[src/rtl/leaky_avg_pkg.sv]
package leaky_avg_pkg;

  // Accumulator width needed so that N * full-scale plus truncation slack fits.
  function automatic int unsigned acc_width(input int unsigned data_w,
                                            input int unsigned log2n);
    return data_w + log2n;
  endfunction

endpackage

[src/rtl/leaky_acc_core.sv]
module leaky_acc_core
  import leaky_avg_pkg::*;
#(
  parameter int unsigned DATA_W = 12,
  parameter int unsigned LOG2N  = 2,
  localparam int unsigned ACC_W = acc_width(DATA_W, LOG2N)
) (
  input  logic              clk,
  input  logic              rst,
  input  logic              upd,
  input  logic [DATA_W-1:0] x_in,
  output logic [ACC_W-1:0]  acc_q,
  output logic [ACC_W-1:0]  acc_next
);

  // One leak-and-add step: drop the truncated N-th, add the new sample.
  function automatic logic [ACC_W-1:0] leak_update(input logic [ACC_W-1:0] s,
                                                   input logic [DATA_W-1:0] x);
    logic [ACC_W-1:0] leak;
    leak = s >> LOG2N;
    return s - leak + ACC_W'(x);
  endfunction

  assign acc_next = leak_update(acc_q, x_in);

  always_ff @(posedge clk) begin
    if (rst)      acc_q <= '0;
    else if (upd) acc_q <= acc_next;
  end

endmodule

[src/rtl/leaky_out_stage.sv]
module leaky_out_stage
  import leaky_avg_pkg::*;
#(
  parameter int unsigned DATA_W = 12,
  parameter int unsigned LOG2N  = 2,
  localparam int unsigned ACC_W = acc_width(DATA_W, LOG2N)
) (
  input  logic              clk,
  input  logic              rst,
  input  logic              load,
  input  logic [ACC_W-1:0]  acc_in,
  output logic              out_valid,
  output logic [DATA_W-1:0] out_data
);

  logic [DATA_W-1:0] scaled;

  // Divide by N: either a straight copy (N = 1) or the upper slice.
  generate
    if (LOG2N == 0) begin : g_unity
      assign scaled = acc_in;
    end else begin : g_shift
      assign scaled = acc_in[ACC_W-1:LOG2N];
    end
  endgenerate

  always_ff @(posedge clk) begin
    if (rst) begin
      out_valid <= 1'b0;
      out_data  <= '0;
    end else begin
      out_valid <= load;
      if (load) out_data <= scaled;
    end
  end

endmodule

[src/rtl/leaky_avg_filter.sv]
module leaky_avg_filter
  import leaky_avg_pkg::*;
#(
  parameter int unsigned DATA_W = 12,
  parameter int unsigned LOG2N  = 2
) (
  input  logic              clk,
  input  logic              rst,
  input  logic              smp_valid,
  input  logic [DATA_W-1:0] smp_data,
  output logic              avg_valid,
  output logic [DATA_W-1:0] avg_data
);

  localparam int unsigned ACC_W = acc_width(DATA_W, LOG2N);

  // Named internal events, visible to the bound checker.
  logic [ACC_W-1:0] acc_q;
  logic [ACC_W-1:0] acc_next;
  logic             take_sample;

  assign take_sample = smp_valid;

  leaky_acc_core #(.DATA_W(DATA_W), .LOG2N(LOG2N)) core_i (
    .clk      (clk),
    .rst      (rst),
    .upd      (take_sample),
    .x_in     (smp_data),
    .acc_q    (acc_q),
    .acc_next (acc_next)
  );

  leaky_out_stage #(.DATA_W(DATA_W), .LOG2N(LOG2N)) out_i (
    .clk       (clk),
    .rst       (rst),
    .load      (take_sample),
    .acc_in    (acc_next),
    .out_valid (avg_valid),
    .out_data  (avg_data)
  );

endmodule

[config.mk]
export PLATFORM = sky130hd
export DESIGN_NAME = leaky_avg_filter
export DESIGN_NICKNAME = d
export VERILOG_FILES = /design/src/rtl/leaky_avg_pkg.sv /design/src/rtl/leaky_acc_core.sv /design/src/rtl/leaky_out_stage.sv /design/src/rtl/leaky_avg_filter.sv
export SDC_FILE = /design/constraint.sdc
export NUM_CORES = 1
export LEC_CHECK = 0
export BUFFER_PORTS_ARGS = -buffer_cell sky130_fd_sc_hd__buf_2
export CAP_MARGIN = 20
export CORE_MARGIN = 2
export CORE_UTILIZATION = 60
export DETAILED_ROUTE_END_ITERATION = 7
export HOLD_SLACK_MARGIN = 0.08
export PLACE_DENSITY = 0.85
export SLEW_MARGIN = 40
export SYNTH_ARGS = -nofsm -noshare
export SYNTH_HDL_FRONTEND = slang
export SYNTH_HIERARCHICAL = 1
export SYNTH_SLANG_ARGS = --single-unit
[constraint.sdc]
create_clock -name clk -period 6.1 [get_ports clk]
set_input_delay 0.305 -clock clk [delete_from_list [all_inputs] [get_ports clk]]
set_output_delay 0.305 -clock clk [all_outputs]
set_load 0.05 [all_outputs]
==> metrics.md <==
| Metric | Value |
|---|---|
| DP Area | around 0.0022 sq mm |
| CTS Buf Count | 3 |
| Post-Syn Area | 0.00208 sq mm |
| DPL Wire Length | 2960 microns |
| Largest net degree at the start of global routing | 34 |
| Status | finished, final reports clean |
| R2r startpoint | core_i/acc_q[6] |
| Slowest cell on the critical path | fa_1 |
| Worst Clk Skew | ~0.008 ns |
| Pre-antenna DRT Iters | 4 |
| Antenna diodes | 0 |
| Area delta synth->final | 7.65% |
| Endpoint of the worst hold path | core_i/acc_q[2] |
| Synth warn | 6 |
| Fin Setup TNS | 0 ns |
| Global-route wire length before repair | about 7000 microns |
| Post-CTS Hold Buffers | 0 |
| Area occupied by registers | 541 sq um |
| Critical path cell sequence | inv_1 > fa_1 > inv_1 > ha_1 > a21oi_2 > o21ai_2 > a2111o_1 > o221ai_2 > mux2i_1 > mux2_1 |
| Util after Layout | between 60% and 70% |
| Syn Area/Cell | slightly below 9 sq um |
| Fmax | 339 MHz |
| Die X | approximately 63 microns |
| Htree depth | 1 |
| Reg2reg setup slack | 3.15 ns |
| Least-Margin Pin Slew | 0.780 ns |
| Clock net sink count | 27 |
| Reg2reg end | core_i/acc_q[13] |
| Io pins | 28 |
| Post-DR wirelength/cell | 12.7 microns |
| Clock slew at reported path FFs | about 0.15 ns |
| Crit-path max FO | 5 |
| Worst stage delay on the critical path | 0.53 ns |
| Post-CTS sizing | 0 |
| Syn nets | between 200 and 300 |
| Post-route ant nets | 0 |
| Max_cap viols | 0 |
| Setup Viol. Count Final | 0 |
| Fin. max-slew vios | 0 |
| Die H | 62.8 microns |
| Unrepaired setup endpoints after global routing | no |
| CP most frequent cell | inv_1 |
| First DRT Iteration DRCs | a little over 80 |
| Share of post-route cells with drive strength above 1 | between 10% and 20% |
| Area of the multi-input gates | 0.00128 sq mm |
| DIE AREA | 0.00395 sq mm |
| Row Count | 21 |
| Min-Delay Path Depth | 2 |
| Crit path required time | 6.33 ns |
| CTS tree | done |
| DRC | 0 |
| Clock latency on the worst-skew pair | around 0.33 ns |
| Fill cells | 277 |
| Hold_sp | rst |
| Buffers on Ports | 27 |
| Final hold vios | 0 |
| Routability cong. | 0.849 |
| Hold WC Path Type | input port to register |
| Vias | 1637 |
| Setup crit end kind | register |
| CP Launch Type | register |
| Tot GR Track Use | 21.5% |
| Initial antenna violation count | 0 |
| GRT Residual Overflow | 0 |
| Slew headroom | 48.0% |
| Finished Layout Cells | 304 |
| # nets final | 300 |
| Vias per Instance | ~5.4 |
| Number of global-route vias before repair | between 1500 and 2000 |
| Minimum clock period | 2.95 ns |
| Core box area | around 0.0033 sq mm |
| Crit path kind | register to register |
| Final wirelength | between 3000 and 4000 microns |
| Post-CTS Setup Repair Bufs | 0 |
| Starting Density | ~62% |
| Syn Inst Count | roughly 240 |
| Post-route cell area | 0.00224 sq mm |
| WP data arrival | ~3.2 ns |
| Clock root cell | clkbuf_4 |
| Placed Cells | 300 |
| Period utilisation layout | 48.4% |
| Max Root-Sink Buffers | 2 |
| Cell count of the worst reg-to-reg path | 10 |
-- flip-flops by register name, indices dropped and copies added (netlist names) --
| name | count |
|---|---|
| core_i/acc_q | 14 |
| out_i/out_data | 12 |
| out_i/out_valid | 1 |
-- how the worst max path moves through the flow --
stage	startpoint	end
after detailed placement	core_i/acc_q[6]	core_i/acc_q[13]
after global placement	core_i/acc_q[4]	out_i/out_data[9]
after global routing	core_i/acc_q[4]	out_i/out_data[9]
final	core_i/acc_q[6]	core_i/acc_q[13]
after floorplan	core_i/acc_q[6]	core_i/acc_q[13]
after CTS	core_i/acc_q[6]	core_i/acc_q[13]
-- metal layers --
metal	GRT usage (%)	vias up	routed length [microns]
li1	-	814	-
met1	30.5	763	1950
met2	34.8	52	1650
met3	2.16	8	199
met4	5.83	0	57
met5	0	-	0
-- worst max-delay path, delay by kind of cell, from the launching register on --
family / cells / cell delay, ns
adder cells (fa/ha/maj): 2 / 0.89
AO/OA/AOI/OAI: 4 / 0.88
flip-flops: 1 / 0.40
buffers and inverters: 2 / 0.12
multiplexers: 2 / 0.56
-- placed cells by master, fill, tap and decap left out, drive strengths merged, types with 2 or more instances in the layout --
cell type,count
xnor2,8
nand4,3
dfxtp,27
clkbuf,4
nor3,5
inv,52
xor2,4
a21boi,2
o311ai,4
or4,2
ha,14
and3,2
nand2,11
mux2i,19
o21ai,4
nand3,2
buf,27
fa,12
a21oi,7
nor2,22
nor2b,3
a21o,6
a2111o,3
-- final cells by class --
type / count / area share [%]
Clock buffer: 4 / 1.18
Timing Repair Buffer: 27 / 6.04
Tap cell: 46 / 2.57
Inverter: 52 / 8.73
Sequential cell: 27 / 24.2
Multi-Input combinational cell: 148 / 57.3
-- stage by stage --
| stage | hold WS [ns] | setup slack [ns] |
|---|---|---|
| 2_1_floorplan | 0.377 | 3.32 |
| 3_3_place_gp | 0.470 | 3.23 |
| 3_5_place_dp | 0.470 | 3.17 |
| 4_1_cts | 0.443 | 3.16 |
| 5_1_grt | 0.463 | 2.93 |
| 6_report | 0.437 | 3.15 |
Power is not shown: default switching activity piles up to over one toggle a cycle in this logic, so the estimate is an artifact.
